===== config.mk =====
export PLATFORM = sky130hd
export DESIGN_NAME = bmdma_regs
export DESIGN_NICKNAME = d
export VERILOG_FILES = /design/src/rtl/bmdma_pkg.sv /design/src/rtl/bmdma_cmd.sv /design/src/rtl/bmdma_status.sv /design/src/rtl/bmdma_base.sv /design/src/rtl/bmdma_regs.sv
export SDC_FILE = /design/constraint.sdc
export NUM_CORES = 1
export LEC_CHECK = 0
export BUFFER_PORTS_ARGS = -buffer_cell sky130_fd_sc_hd__buf_2
export CAP_MARGIN = 20
export CORE_MARGIN = 5
export CORE_UTILIZATION = 57
export DETAILED_ROUTE_END_ITERATION = 10
export GPL_TIMING_DRIVEN = 1
export PLACE_DENSITY_LB_ADDON = 0.08
export SYNTH_ARGS = -nofsm -noshare
export SYNTH_HDL_FRONTEND = slang
export SYNTH_SLANG_ARGS = --single-unit

===== constraint.sdc =====
create_clock -name clk -period 4.7 [get_ports clk]
set_input_delay 0.47 -clock clk [delete_from_list [all_inputs] [get_ports clk]]
set_output_delay 0.47 -clock clk [all_outputs]
set_load 0.1 [all_outputs]

===== src/rtl/bmdma_pkg.sv =====
package bmdma_pkg;
  localparam int REG_W = 32;

  typedef enum logic [1:0] {
    ACC_BYTE = 2'd0,
    ACC_HALF = 2'd1,
    ACC_WORD = 2'd2
  } acc_size_e;

  // Width mask for an access of the given size
  function automatic logic [REG_W-1:0] size_mask(input logic [1:0] sz);
    case (sz)
      2'd0:    return 32'h0000_00FF;
      2'd1:    return 32'h0000_FFFF;
      default: return 32'hFFFF_FFFF;
    endcase
  endfunction

  // Merge a low-aligned write into the lanes starting at byte offset off
  function automatic logic [REG_W-1:0] merge_lanes(input logic [REG_W-1:0] old,
                                                   input logic [REG_W-1:0] data,
                                                   input logic [1:0] off,
                                                   input logic [1:0] sz);
    logic [REG_W-1:0] m;
    logic [REG_W-1:0] v;
    m = size_mask(sz) << {off, 3'b000};
    v = (old & ~m) | ((data & size_mask(sz)) << {off, 3'b000});
    return v & ~32'h3;
  endfunction

  // Extract the lanes selected by offset and size
  function automatic logic [REG_W-1:0] pick_lanes(input logic [REG_W-1:0] v,
                                                  input logic [1:0] off,
                                                  input logic [1:0] sz);
    return (v >> {off, 3'b000}) & size_mask(sz);
  endfunction
endpackage


===== src/rtl/bmdma_cmd.sv =====
module bmdma_cmd #(
  parameter int START_BIT = 0,
  parameter int DIR_BIT   = 3
) (
  input  logic       clk,
  input  logic       rst_n,
  input  logic       cmd_we,
  input  logic [7:0] cmd_byte,
  input  logic       active,
  output logic       start_q,
  output logic       dir_q,
  output logic       start_rise,
  output logic       start_fall,
  output logic       kick_o,
  output logic       cancel_o,
  output logic       reload_o
);
  logic new_start;
  assign new_start  = cmd_byte[START_BIT];
  assign start_rise = cmd_we && new_start && !start_q;
  assign start_fall = cmd_we && !new_start && start_q;

  always_ff @(posedge clk) begin
    if (!rst_n) begin
      start_q  <= 1'b0;
      dir_q    <= 1'b0;
      kick_o   <= 1'b0;
      cancel_o <= 1'b0;
      reload_o <= 1'b0;
    end else begin
      if (cmd_we) begin
        start_q <= new_start;
        dir_q   <= cmd_byte[DIR_BIT];
      end
      kick_o   <= start_rise && !active;
      cancel_o <= start_fall;
      reload_o <= start_rise;
    end
  end

  p_same_start_quiet_r2: assert property (@(posedge clk) disable iff (!rst_n)
    (cmd_we && (new_start == start_q)) |=> (!kick_o && !cancel_o && !reload_o));
  p_kick_active_r3: assert property (@(posedge clk) disable iff (!rst_n)
    kick_o |-> active);
  p_cancel_idle_r4: assert property (@(posedge clk) disable iff (!rst_n)
    cancel_o |-> !active);
endmodule


===== src/rtl/bmdma_status.sv =====
module bmdma_status (
  input  logic       clk,
  input  logic       rst_n,
  input  logic       st_we,
  input  logic [7:0] st_byte,
  input  logic       start_rise,
  input  logic       start_fall,
  input  logic       eng_done,
  input  logic       eng_err,
  input  logic       dev_irq,
  output logic [2:0] status_q
);
  logic st_act, st_err, st_int;
  logic irq_prev;
  logic irq_rise;
  logic clr_err, clr_int;

  assign irq_rise = dev_irq && !irq_prev;
  assign clr_err  = st_we && st_byte[1];
  assign clr_int  = st_we && st_byte[2];
  assign status_q = {st_int, st_err, st_act};

  always_ff @(posedge clk) begin
    if (!rst_n) begin
      st_act   <= 1'b0;
      st_err   <= 1'b0;
      st_int   <= 1'b0;
      irq_prev <= 1'b0;
    end else begin
      irq_prev <= dev_irq;
      if (start_rise)      st_act <= 1'b1;
      else if (start_fall) st_act <= 1'b0;
      else if (eng_done)   st_act <= 1'b0;
      if (eng_err)         st_err <= 1'b1;
      else if (clr_err)    st_err <= 1'b0;
      if (irq_rise)        st_int <= 1'b1;
      else if (clr_int)    st_int <= 1'b0;
    end
  end

  p_irq_flag_r7: assert property (@(posedge clk) disable iff (!rst_n)
    irq_rise |=> st_int);
  p_err_set_r9: assert property (@(posedge clk) disable iff (!rst_n)
    eng_err |=> st_err);
  p_done_clear_r9: assert property (@(posedge clk) disable iff (!rst_n)
    (eng_done && !start_rise) |=> !st_act);
  p_act_readonly_r8: assert property (@(posedge clk) disable iff (!rst_n)
    (st_we && !start_rise && !start_fall && !eng_done) |=> (st_act == $past(st_act)));
endmodule


===== src/rtl/bmdma_base.sv =====
module bmdma_base
  import bmdma_pkg::*;
#(
  parameter int DESC_BYTES = 8
) (
  input  logic             clk,
  input  logic             rst_n,
  input  logic             base_we,
  input  logic [1:0]       off,
  input  logic [1:0]       sz,
  input  logic [REG_W-1:0] wdata,
  input  logic             reload,
  input  logic             adv,
  output logic [REG_W-1:0] base_q,
  output logic [REG_W-1:0] ptr_q
);
  localparam logic [REG_W-1:0] STEP = REG_W'(DESC_BYTES);

  always_ff @(posedge clk) begin
    if (!rst_n) begin
      base_q <= '0;
      ptr_q  <= '0;
    end else begin
      if (base_we) base_q <= merge_lanes(base_q, wdata, off, sz);
      if (reload)   ptr_q <= base_q;
      else if (adv) ptr_q <= ptr_q + STEP;
    end
  end

  p_reload_copy_r3: assert property (@(posedge clk) disable iff (!rst_n)
    reload |=> (ptr_q == $past(base_q)));
  p_adv_step_r10: assert property (@(posedge clk) disable iff (!rst_n)
    (adv && !reload) |=> (ptr_q == $past(ptr_q) + STEP));
  p_base_aligned_r5: assert property (@(posedge clk) disable iff (!rst_n)
    base_we |=> (base_q[1:0] == 2'b00));
endmodule


===== src/rtl/bmdma_regs.sv =====
module bmdma_regs
  import bmdma_pkg::*;
#(
  parameter int DESC_BYTES = 8
) (
  input  logic             clk,
  input  logic             rst_n,
  input  logic             h_wr,
  input  logic [2:0]       h_addr,
  input  logic [1:0]       h_size,
  input  logic [REG_W-1:0] h_wdata,
  output logic [REG_W-1:0] h_rdata,
  output logic             eng_kick,
  output logic             eng_cancel,
  output logic             eng_reload,
  output logic             eng_dir,
  output logic [REG_W-1:0] eng_ptr,
  input  logic             eng_adv,
  input  logic             eng_done,
  input  logic             eng_err,
  input  logic             dev_irq,
  output logic             host_irq
);
  localparam logic [2:0] A_CMD  = 3'd0;
  localparam logic [2:0] A_STAT = 3'd2;

  logic             sel_cmd, sel_stat, sel_base;
  logic             start_q, dir_q, start_rise, start_fall;
  logic [2:0]       status_q;
  logic [REG_W-1:0] base_q;
  logic [1:0]       lane_off;

  assign sel_cmd  = (h_addr == A_CMD);
  assign sel_stat = (h_addr == A_STAT);
  assign sel_base = h_addr[2];
  assign lane_off = h_addr[1:0];

  bmdma_cmd u_cmd (
    .clk(clk), .rst_n(rst_n),
    .cmd_we(h_wr && sel_cmd), .cmd_byte(h_wdata[7:0]),
    .active(status_q[0]),
    .start_q(start_q), .dir_q(dir_q),
    .start_rise(start_rise), .start_fall(start_fall),
    .kick_o(eng_kick), .cancel_o(eng_cancel), .reload_o(eng_reload)
  );

  bmdma_status u_stat (
    .clk(clk), .rst_n(rst_n),
    .st_we(h_wr && sel_stat), .st_byte(h_wdata[7:0]),
    .start_rise(start_rise), .start_fall(start_fall),
    .eng_done(eng_done), .eng_err(eng_err), .dev_irq(dev_irq),
    .status_q(status_q)
  );

  bmdma_base #(.DESC_BYTES(DESC_BYTES)) u_base (
    .clk(clk), .rst_n(rst_n),
    .base_we(h_wr && sel_base), .off(lane_off), .sz(h_size),
    .wdata(h_wdata), .reload(start_rise), .adv(eng_adv),
    .base_q(base_q), .ptr_q(eng_ptr)
  );

  assign eng_dir  = dir_q;
  assign host_irq = dev_irq;

  always_comb begin
    h_rdata = '0;
    if (sel_base)      h_rdata = pick_lanes(base_q, lane_off, h_size);
    else if (sel_cmd)  h_rdata = {28'd0, dir_q, 2'b00, start_q};
    else if (sel_stat) h_rdata = {29'd0, status_q};
  end

  p_irq_through_r7: assert property (@(posedge clk) disable iff (!rst_n)
    host_irq == dev_irq);
  p_cmd_zero_bits_r1: assert property (@(posedge clk) disable iff (!rst_n)
    (sel_cmd && !h_wr) |-> (h_rdata[7:4] == 4'd0 && h_rdata[2:1] == 2'd0));
  p_stat_upper_r8: assert property (@(posedge clk) disable iff (!rst_n)
    sel_stat |-> (h_rdata[7:3] == 5'd0));
endmodule


**Word level (Yosys, flattened, before mapping)**

Index checks and enable logic that the tools add are counted.

- Bits in registers: 71
- Output and inout bits: 69
- Logic and storage cells: 59

- Add/subtract/negate cells: 1
- Equality and inequality tests: 2
- Shift operators: 3
- Multiplexer cells: 16
- Bitwise operators: 5
- Reduce and logical (&&, ||, !) cells: 21

Operator list:

| operator | number |
|---|---|
| $mux 32 | 6 |
| $and 32x32->32 | 3 |
| $pmux 32 s2 | 1 |
| $shl 32x5->32 | 2 |
| $add 32x4->32 const B | 1 |
| $not 32->32 | 1 |
| $or 32x32->32 | 1 |
| $shr 32x5->32 | 1 |
| $logic_and 1x1->1 | 11 |
| $mux 1 | 7 |
| $reduce_bool 2->1 | 3 |
| $logic_not 1->1 | 4 |
| $mux 4 | 1 |
| $eq 3x2->1 const B | 1 |
| $logic_not 3->1 | 1 |
| $mux 3 | 1 |
| $reduce_bool 3->1 | 1 |
| $eq 2x1->1 const B | 1 |
| $logic_not 2->1 | 1 |

**Depth between registers and ports, before layout**

Gate-level depths: netlist of run 1.

- Depth in word-level cells: 8
- Gate-level depth with buffers: 7

**Cells and area by module**

From an unflattened synthesis of run 1, not the netlist that was laid out.

- Cells, all modules: 527
- Area, all modules: 4370.4 µm²

By module, submodules not included:

| module | instances | cells each | area an instance (µm²) |
|---|---|---|---|
| bmdma_base | 1 | 398 | 3353.2 |
| bmdma_regs | 1 | 98 | 681.9 |
| bmdma_cmd | 1 | 15 | 173.9 |
| bmdma_status | 1 | 16 | 161.4 |

**Worst setup path before layout of run 1**

Ideal clock, no wire load.

- Path type: input to output
- Start point: input port h_addr[0]
- End point: output port h_rdata[4]
- Data arrival time: 3497 ps
- Required time: 4230 ps
- Path slack: 733 ps
- Stages on the path: 5
- Buffers on the path: 3
- Path through: buf_2 buf_4 buf_2 mux2i_1 a211oi_1

- Word-level cells in the longest chain between the ends: 3

Ends and longest elaborated chain:

| what | line | RTL |
|---|---|---|
| start, declared | bmdma_regs.sv:9 | `input logic [2:0] h_addr,` |
| $shr 32x5->32 | bmdma_pkg.sv:35 | `return (v >> {off, 3'b000}) & size_mask(sz);` |
| $and 32x32->32 | bmdma_pkg.sv:35 |  |
| $mux 32 | bmdma_regs.sv:67 | `if (sel_base) h_rdata = pick_lanes(base_q, lane_off, h_size);` |
| end, declared | bmdma_regs.sv:12 | `output logic [REG_W-1:0] h_rdata,` |

No other way between the ends.

**Worst setup path in the final report of run 1**

- Start point: input port h_addr[1]
- End point: output port h_rdata[15]

The elaborated chain is that of the path after synthesis.

==> results of run 1 <==
-- report_power, final --
group	switching, W	internal (W)
Sequential	0.0000266	0.000604
Clock	0.000239	0.000259
Combinational	0.000210	0.0000719
Total	0.000476	0.000934
-- cells by family after synthesis --
group	after synthesis	synth area share
mux	36	0.0911
buf+inv	42	0.0515
compound gates	161	0.235
fa+ha+maj	1	0.00307
simple gates	174	0.222
flops	69	0.339
xor+xnor	27	0.0580
other cells	1	0.000920
-- cell type report --
class,instances,area [µm²],area share
multi-input cells,401,2490,0.522
well taps,96,120,0.0252
clock buffers,10,138,0.0288
inverters,5,18.8,0.00393
clock inverters,5,60.1,0.0126
flip-flops and latches,69,1380,0.289
repair buffers,112,566,0.118
-- per-stage QoR --
step,utilization,instance area (µm²)
final,0.695,4770
after floorplan,-,4080
after detailed placement,0.666,4580
after global routing,0.695,4770
after global placement,0.666,4580
after CTS,0.695,4770
-- flip-flops by register name, summed over array words and instances (netlist names) --
| register | count |
|---|---|
| u_stat.st_err | 1 |
| u_cmd.start_q | 1 |
| u_cmd.kick_o | 1 |
| u_cmd.reload_o | 1 |
| u_stat.irq_prev | 1 |
| u_cmd.dir_q | 1 |
| u_stat.st_act | 1 |
| u_cmd.cancel_o | 1 |
| u_base.base_q | 30 |
| u_stat.st_int | 1 |
| u_base.ptr_q | 30 |
-- cells in the mapped netlist (3+ instances only) --
cell type and count:
a211oi_1 15, a21oi_1 64, a22oi_1 15, a32o_1 3, and2_1 13, and3_1 6, and4_1 7, buf_1 3
buf_2 9, buf_4 5, buf_6 3, clkbuf_1 17, clkinv_1 3, dfxtp_1 69, mux2_2 9, mux2i_1 27
nand2_1 22, nand3_1 23, nand4_1 9, nor2_1 70, nor2b_1 8, nor3_1 4, o21ai_0 35, o21ai_1 3
o22ai_1 12, o2bb2ai_1 6, xnor2_1 7, xor2_1 20
-- metal layers --
| metal | part of all wire | vias up | GRT usage |
|---|---|---|---|
| met5 | 0 | - | 0 |
| met4 | 0.037 | 0 | 0.126 |
| met3 | 0.084 | 53 | 0.0590 |
| met2 | 0.45 | 261 | 0.484 |
| met1 | 0.43 | 1926 | 0.398 |
| li1 | - | 2023 | - |
-- critical path, delay by kind of cell --
kind	cells	cell delay, ns
AO/OA/AOI/OAI	1	0.10
AND/OR/NAND/NOR	2	0.40
buffers and inverters	4	1.65
-- worst paths after layout --
kind | to | depth (start not counted) | from
hold / removal | u_stat.st_err | 3 | eng_err
setup / recovery | h_rdata[15] | 7 | h_addr[1]
hold reg to reg | u_cmd.kick_o | 1 | u_stat.st_act
setup reg to reg | u_base.ptr_q[13] | 6 | u_base.ptr_q[3]
==> key figures, run 1 <==
Route
  • DR vias: 4,263
  • 1st-pass router iterations: 5
  • Detailed Route Iter0 Violations: 411
  • Drt wl/cell: 18.9 µm
  • Remaining DRCs: 0
  • WL final: 13,200 µm
  • Routed vias/inst: 6.11
  • Routed Antenna Nets: 0

Synthesis
  • Ys flop type: dfxtp_1
  • Post-synth top area share: 0.339
  • Mapped cell area: 4080 µm²
  • Syn avg cell area: 7.98 µm²
  • Distinct cells, synth: 48
  • Post-synth EDFFs: 0
  • Seq/Total Area, Yosys: 0.339
  • FF+latch count, synth: 69
  • Cells after Synth: 511
  • Top post-synthesis cells by area: dfxtp_1 (34%), a21oi_1 (7.9%), mux2i_1 (6.6%), nor2_1 (6.4%), o21ai_0 (4.3%)
  • Yosys top cell by area: dfxtp_1
  • Async set-reset flop share out of synthesis: 0
  • Yosys warnings: 0

Clock network
  • H-tree depth: 3
  • CTS tree: built
  • Cts hold-fix bufs: 0
  • Worst-path clk slew: 0.08 ns
  • Worst-Skew Late Latency: 0.35 ns
  • Clk root buf: clkbuf_8
  • Num CTS Buffers: 9
  • Clock sinks: 69
  • Post-CTS setup buffers: 0
  • Clock Path Buffers: 2
  • CTS-repair resized insts: 0

Worst setup path
  • Critical path required time: 4.23 ns
  • CP Capture Type: output port
  • Startpoint types: input pin
  • Critical path data arrival time: 2.64 ns
  • R2R Setup Slk: 2.77 ns
  • Crit Path Max Fanout: 35
  • WS Path Type: in -> out
  • CP Cell Sequence: buf_2, clkinv_1, nor2_1, buf_4, a21oi_1, nor2_1, buf_2
  • Max stage delay on crit path: 0.53 ns
  • Slowest cell on the critical path: buf_2

Die
  • Die Wd: 94.6 µm
  • # rows: 30
  • Die height: 94.6 µm
  • Top Ports: 113
  • Core ar.: 6870 µm²
  • Starting Density: 0.594
  • Die area: 8950 µm²

Global route
  • Initial antenna violation count: 0
  • First-pass GRT wire length: 20,800 µm
  • GRT overflow: 0
  • Vias in the first global route: 3,983
  • Largest net degree at the start of global routing: 59
  • Global-route usage over all layers: 0.302

Place
  • Port buffer count: 110
  • DP HPWL: 9690 µm
  • Post-Place Setup Slack: 1.67 ns
  • Placed instance count: 683
  • Routability cong.: 1.01

Cells and area
  • Fillers: 621
  • Commonest cells after routing, fill and taps aside: buf_2 (110), nor2_1 (70), dfxtp_1 (69)
  • Layout area overhead: 17.1%
  • Nets: 643
  • Post-Layout Cell Count: 698
  • Share of post-route cells with drive strength above 1: 0.239
  • Diode count: 0
  • Commonest non-fill, non-tap cell in the layout: buf_2

Run
  • Max Cap Viol: 0

Power and ir drop
  • Peak supply drop: 0.000173 V
  • Pwr Density: 295 nW/µm²
  • Total power: 0.00141 W
  • Leakage: 2.01 nW

Min path
  • Hold Crit Class: in -> reg

Timing
  • TNS Setup: 0 ns
  • Clock Skew: 0.0111 ns
  • Min Tclk post-route: 3.11 ns
  • Slew @ Worst Pin: 1.11 ns
  • Max Clk Rate: 322 MHz
  • Setup-failing EPs final: 0
  • Slew HR: 0.257
  • Fin. max-slew vios: 0
  • Tcrit/Tclk final: 0.661
  • Hold Violations, Final: 0
  • RSZ-0062 raised after global routing: false
  • Hold Worst Slack: 0.344 ns
  • Final WS setup: 1.59 ns

Status
  • Status: finished clean
No activity file was read; power rests on OpenSTA's default activity.
==> run 2: changes to the inputs <==
- CORE_UTILIZATION: 57 -> 48
- clock period: 4.7 -> 2.7 ns (I/O delays scaled with it)
==> run 2 against run 1 <==
Total power grew 94%. Combinational power grew 87%. Sequential cell count is the same. Critical endpoint is now h_rdata[7]. Highest routed layer unchanged.
==> key figures, run 2 (synthesized netlist as in run 1, its figures left out) <==
Cells and area
  • Diode count: 0
  • Non-Filler Cell Area, Final: 5140 µm²
  • Share of post-route cells with drive strength above 1: 0.264
  • Layout area overhead: 26.2%
  • Post-layout util: 0.623
  • Biggest regs: u_base.base_q x30, u_base.ptr_q x30
  • Commonest cells after routing, fill and taps aside: buf_2 (99), nor2_1 (70), dfxtp_1 (69)
  • Nets: 655
  • Commonest non-fill, non-tap cell in the layout: buf_2

Worst setup path
  • Startpoint types: input pin
  • CP Cell Sequence: buf_2, buf_4, a211oi_1, a211oi_2, buf_2
  • Crit Path Max Fanout: 23
  • Critical path data arrival time: 1.88 ns
  • CP Capture Type: output port
  • Slowest cell on the critical path: buf_2
  • Critical path required time: 2.43 ns
  • WS Path Type: in -> out
  • Max stage delay on crit path: 0.48 ns
  • Most frequent cell on the critical path: buf_2

Timing
  • RSZ-0062 raised after global routing: false
  • Fin. max-slew vios: 0
  • Setup-failing EPs final: 0
  • Slew @ Worst Pin: 0.666 ns
  • TNS Setup: 0 ns
  • Max Clk Rate: 464 MHz
  • Hold Violations, Final: 0
  • Slew HR: 0.554
  • Tcrit/Tclk final: 0.798
  • Min Tclk post-route: 2.15 ns
  • Clock Skew: 0.00584 ns

Route
  • WL final: 13,600 µm
  • Remaining DRCs: 0
  • Drt wl/cell: 18.9 µm
  • Routed Antenna Nets: 0
  • DR vias: 4,292
  • Detailed Route Iter0 Violations: 357
  • Routed vias/inst: 5.97
  • 1st-pass router iterations: 5

Clock network
  • Worst-Skew Late Latency: 0.34 ns
  • Clk root buf: clkbuf_8
  • CTS tree: built
  • Post-CTS setup buffers: 0
  • Worst-path clk slew: 0.07 ns
  • Num CTS Buffers: 9
  • Cts hold-fix bufs: 0
  • H-tree depth: 3
  • CTS-repair resized insts: 0
  • Clock sinks: 69
  • Clock Path Buffers: 2

Power and ir drop
  • Psw: 0.000832 W
  • Total power: 0.00274 W
  • Pwr Density: 532 nW/µm²
  • Int Power: 0.00191 W
  • Switching Fraction: 0.304
  • Sequential power share: 0.401
  • Clk network pwr share: 0.407
  • Power share of the combinational group: 0.192
  • Leakage: 2.13 nW
  • Peak supply drop: 0.000290 V

Status
  • Status: finished clean

Global route
  • Largest net degree at the start of global routing: 43
  • First-pass GRT wire length: 20,900 µm
  • Global-route usage over all layers: 0.261
  • Vias in the first global route: 4,106
  • Initial antenna violation count: 0
  • GRT overflow: 0

Run
  • Max Cap Viol: 0

Place
  • Routability cong.: 0.896
  • DP HPWL: 10,300 µm
  • Area after DPL: 4880 µm²
  • Port buffer count: 110

Min path
  • Hold Crit Class: in -> reg

Die
  • Core ar.: 8260 µm²
  • Top Ports: 113
  • Starting Density: 0.494
  • Die Wd: 102 µm
  • # rows: 33
  • Die height: 102 µm
  • Die area: 10,400 µm²
==> run 2: area by class of cell <==
class / count / area, µm²
inverters: 5 / 18.8
multi-input cells: 401 / 2520
fillers: 793 / 3110
flip-flops and latches: 69 / 1380
repair buffers: 124 / 833
well taps: 105 / 131
clock inverters: 6 / 136
clock buffers: 9 / 124
==> run 2: routing by layer <==
metal  routed length (µm)  vias to the layer above  global-route usage
li1                     -                     2045                   -
met1                 5700                     1999               0.331
met2                 6420                      207               0.423
met3                 1010                       41              0.0546
met4                  499                        0               0.125
met5                    0                        -                   0
==> run 2: worst max-delay path: cells and delay by family <==
family / cells / cell delay [ns]
buf+inv: 3 / 1.24
compound gates: 2 / 0.36
==> run 2: path summary, 6_finish.rpt <==
kind                    from          endpoint  slack, ns  cells past startpoint
max                h_addr[0]        h_rdata[7]       0.55                      5
min                  eng_err     u_stat.st_err       0.16                      3
max reg2reg  u_base.ptr_q[3]  u_base.ptr_q[13]       0.78                      6
min reg2reg    u_stat.st_act      u_cmd.kick_o       0.45                      1
==> run 2: power groups by stage <==
stage               logic, W  registers [W]  clock network [W]
floorplan           0.000297        0.00119                  0
global placement    0.000514        0.00112                  0
detailed placement  0.000519        0.00112                  0
CTS                 0.000521        0.00110            0.00112
global route        0.000556        0.00110            0.00117
finish              0.000526        0.00110            0.00111
==> run 2: stage by stage <==
stage,hold WS [ns],setup WS [ns],instances
floorplan,0.348,0.0110,512
global placement,0.437,0.647,704
detailed placement,0.440,0.577,704
CTS,0.152,0.570,719
global route,0.148,0.418,719
finish,0.157,0.546,719
==> run 3: changes to the inputs <==
- clock period: 2.7 -> 1.8 ns (I/O delays scaled with it)
==> run 3 against run 2 <==
Sequential cell count unchanged. Global-route usage up 1.7 points. Hold slack got worse by 0.11 ns. Clock skew grew 0.0015 ns. First-iteration DRC count down 23%. Count of clock-buffer cells in the layout is 2 higher. Register-to-register slack lost 0.62 ns. Non-clock buffer count is 33 higher. Wire length up 5.1%. Setup slack worse by 0.47 ns. Critical path type is now reg -> out. Clock power increased by 45%. Critical path depth unchanged. Largest power group is now sequential cells.
==> key figures, run 3 (synthesized netlist as in run 1, its figures left out) <==
Cells and area
  • Commonest non-fill, non-tap cell in the layout: buf_2
  • Share of post-route cells with drive strength above 1: 0.394
  • Biggest regs: u_base.base_q x30, u_base.ptr_q x30
  • Diode count: 0
  • Layout area overhead: 43.8%
  • Nets: 688
  • Non-Filler Cell Area, Final: 5860 µm²
  • Post-layout util: 0.710
  • Post-Layout Cell Count: 753
  • Commonest cells after routing, fill and taps aside: buf_2 (80), a21oi_1 (64), nor2_1 (54)

Timing
  • Setup-failing EPs final: 0
  • Slew HR: 0.307
  • Clock Skew: 0.00732 ns
  • Max Clk Rate: 580 MHz
  • Fin. max-slew vios: 0
  • Min Tclk post-route: 1.72 ns
  • Final WS setup: 0.0754 ns
  • RSZ-0062 raised after global routing: false
  • Slew @ Worst Pin: 1.03 ns
  • Hold Violations, Final: 0
  • Tcrit/Tclk final: 0.958

Route
  • Detailed Route Iter0 Violations: 274
  • Routed Antenna Nets: 0
  • Routed vias/inst: 5.87
  • Remaining DRCs: 0
  • 1st-pass router iterations: 5
  • DR vias: 4,419
  • WL final: 14,300 µm
  • Drt wl/cell: 19.0 µm

Place
  • Placed instance count: 737
  • Routability cong.: 0.961
  • Post-Place Setup Slack: 0.000130 ns
  • Area after DPL: 5600 µm²
  • Port buffer count: 110
  • DP HPWL: 11,100 µm

Die
  • Top Ports: 113
  • Die area: 10,400 µm²
  • # rows: 33
  • Starting Density: 0.494
  • Core ar.: 8260 µm²
  • Die Wd: 102 µm
  • Die height: 102 µm

Worst setup path
  • FF-to-FF Start: u_base.ptr_q[3]
  • Crit Path Max Fanout: 3
  • CP Cell Sequence: nor2b_1, a211oi_1, buf_4, a211oi_4, buf_12
  • Critical path data arrival time: 1.54 ns
  • WS Path Type: reg -> out
  • Worst R2R Path Depth: 6
  • Critical R2R Capture: u_base.ptr_q[15]
  • Slowest cell on the critical path: dfxtp_1
  • Startpoint types: flop
  • CP Capture Type: output port
  • R2R Setup Slk: 0.16 ns
  • Critical path required time: 1.62 ns
  • Max stage delay on crit path: 0.39 ns

Global route
  • Vias in the first global route: 4,309
  • Largest net degree at the start of global routing: 51
  • GRT overflow: 0
  • First-pass GRT wire length: 22,400 µm
  • Global-route usage over all layers: 0.278
  • Initial antenna violation count: 0

Clock network
  • CTS-repair resized insts: 0
  • Worst-path clk slew: 0.07 ns
  • CTS tree: built
  • Post-CTS setup buffers: 0
  • Clock sinks: 69
  • Cts hold-fix bufs: 0
  • Num CTS Buffers: 9
  • Clk root buf: clkbuf_8
  • Worst-Skew Late Latency: 0.35 ns
  • H-tree depth: 3
  • Clock Path Buffers: 2

Power and ir drop
  • Pwr Density: 708 nW/µm²
  • Switching Fraction: 0.308
  • Clk network pwr share: 0.387
  • Total power: 0.00415 W
  • Psw: 0.00128 W
  • Sequential power share: 0.396
  • Power share of the combinational group: 0.217
  • Int Power: 0.00287 W
  • Peak supply drop: 0.000345 V
  • Leakage: 2.38 nW

Min path
  • Hold EP: u_stat.st_err
  • Hold_sp: eng_err
  • Hold path cells: 3
  • Hold Crit Class: in -> reg

Run
  • Max Cap Viol: 0

Status
  • Status: finished clean
==> run 3: cell count changes in the layout (fill, tap and decap cells not counted), sizes merged <==
cell,previous run,this run
buf,124,156
clkinvlp,1,0
bufinv,4,3
inv,2,3
clkbuf,9,12
==> run 3: layer usage <==
| metal | vias up | share of wire | track usage |
|---|---|---|---|
| met5 | - | 0 | 0 |
| met4 | 0 | 0.032 | 0.109 |
| met3 | 41 | 0.066 | 0.0573 |
| met2 | 210 | 0.48 | 0.456 |
| met1 | 2049 | 0.42 | 0.359 |
| li1 | 2119 | - | - |
==> run 3: final cells by class <==
type	instances	area, µm²
sequential	69	1430
multi-input combinational	401	2660
timing repair buffer	157	1370
clock inverter	5	105
inverter	5	18.8
tap	105	131
clock buffer	11	151
fill	683	2390
==> run 3: power by group through the flow <==
stage               Clock, W  Sequential, W  Combinational, W
finish               0.00161        0.00164          0.000902
detailed placement         0        0.00168          0.000891
global route         0.00168        0.00165          0.000951
CTS                  0.00162        0.00164          0.000896
global placement           0        0.00167          0.000885
floorplan                  0        0.00178          0.000486
==> run 3: stage by stage <==
| stage | setup TNS [ns] | hold WS, ns |
|---|---|---|
| after floorplan | -4.83 | 0.258 |
| after global placement | 0 | 0.394 |
| after detailed placement | 0 | 0.398 |
| after CTS | 0 | 0.0358 |
| after global routing | 0 | 0.0524 |
| final | 0 | 0.0475 |
==> run 3: worst max-delay path by stage <==
stage | start | end | slack (ns) | depth (start not counted)
2_1_floorplan | h_size[1] | h_rdata[10] | -0.26 | 4
3_3_place_gp | h_addr[0] | u_base.ptr_q[30] | 0.04 | 8
3_5_place_dp | h_addr[0] | u_base.ptr_q[30] | 0.0001 | 8
4_1_cts | u_base.base_q[26] | h_rdata[2] | 0.02 | 5
5_1_grt | u_base.base_q[7] | h_rdata[7] | 0.007 | 5
6_report | u_base.base_q[5] | h_rdata[5] | 0.08 | 5
==> run 3: critical path, delay by kind of cell, from the launching register on <==
family                 cells  cell delay [ns]
buffers and inverters      2             0.36
DFF                        1             0.39
and+or+nand+nor            1             0.15
AOI/OAI and AO/OA          2             0.31
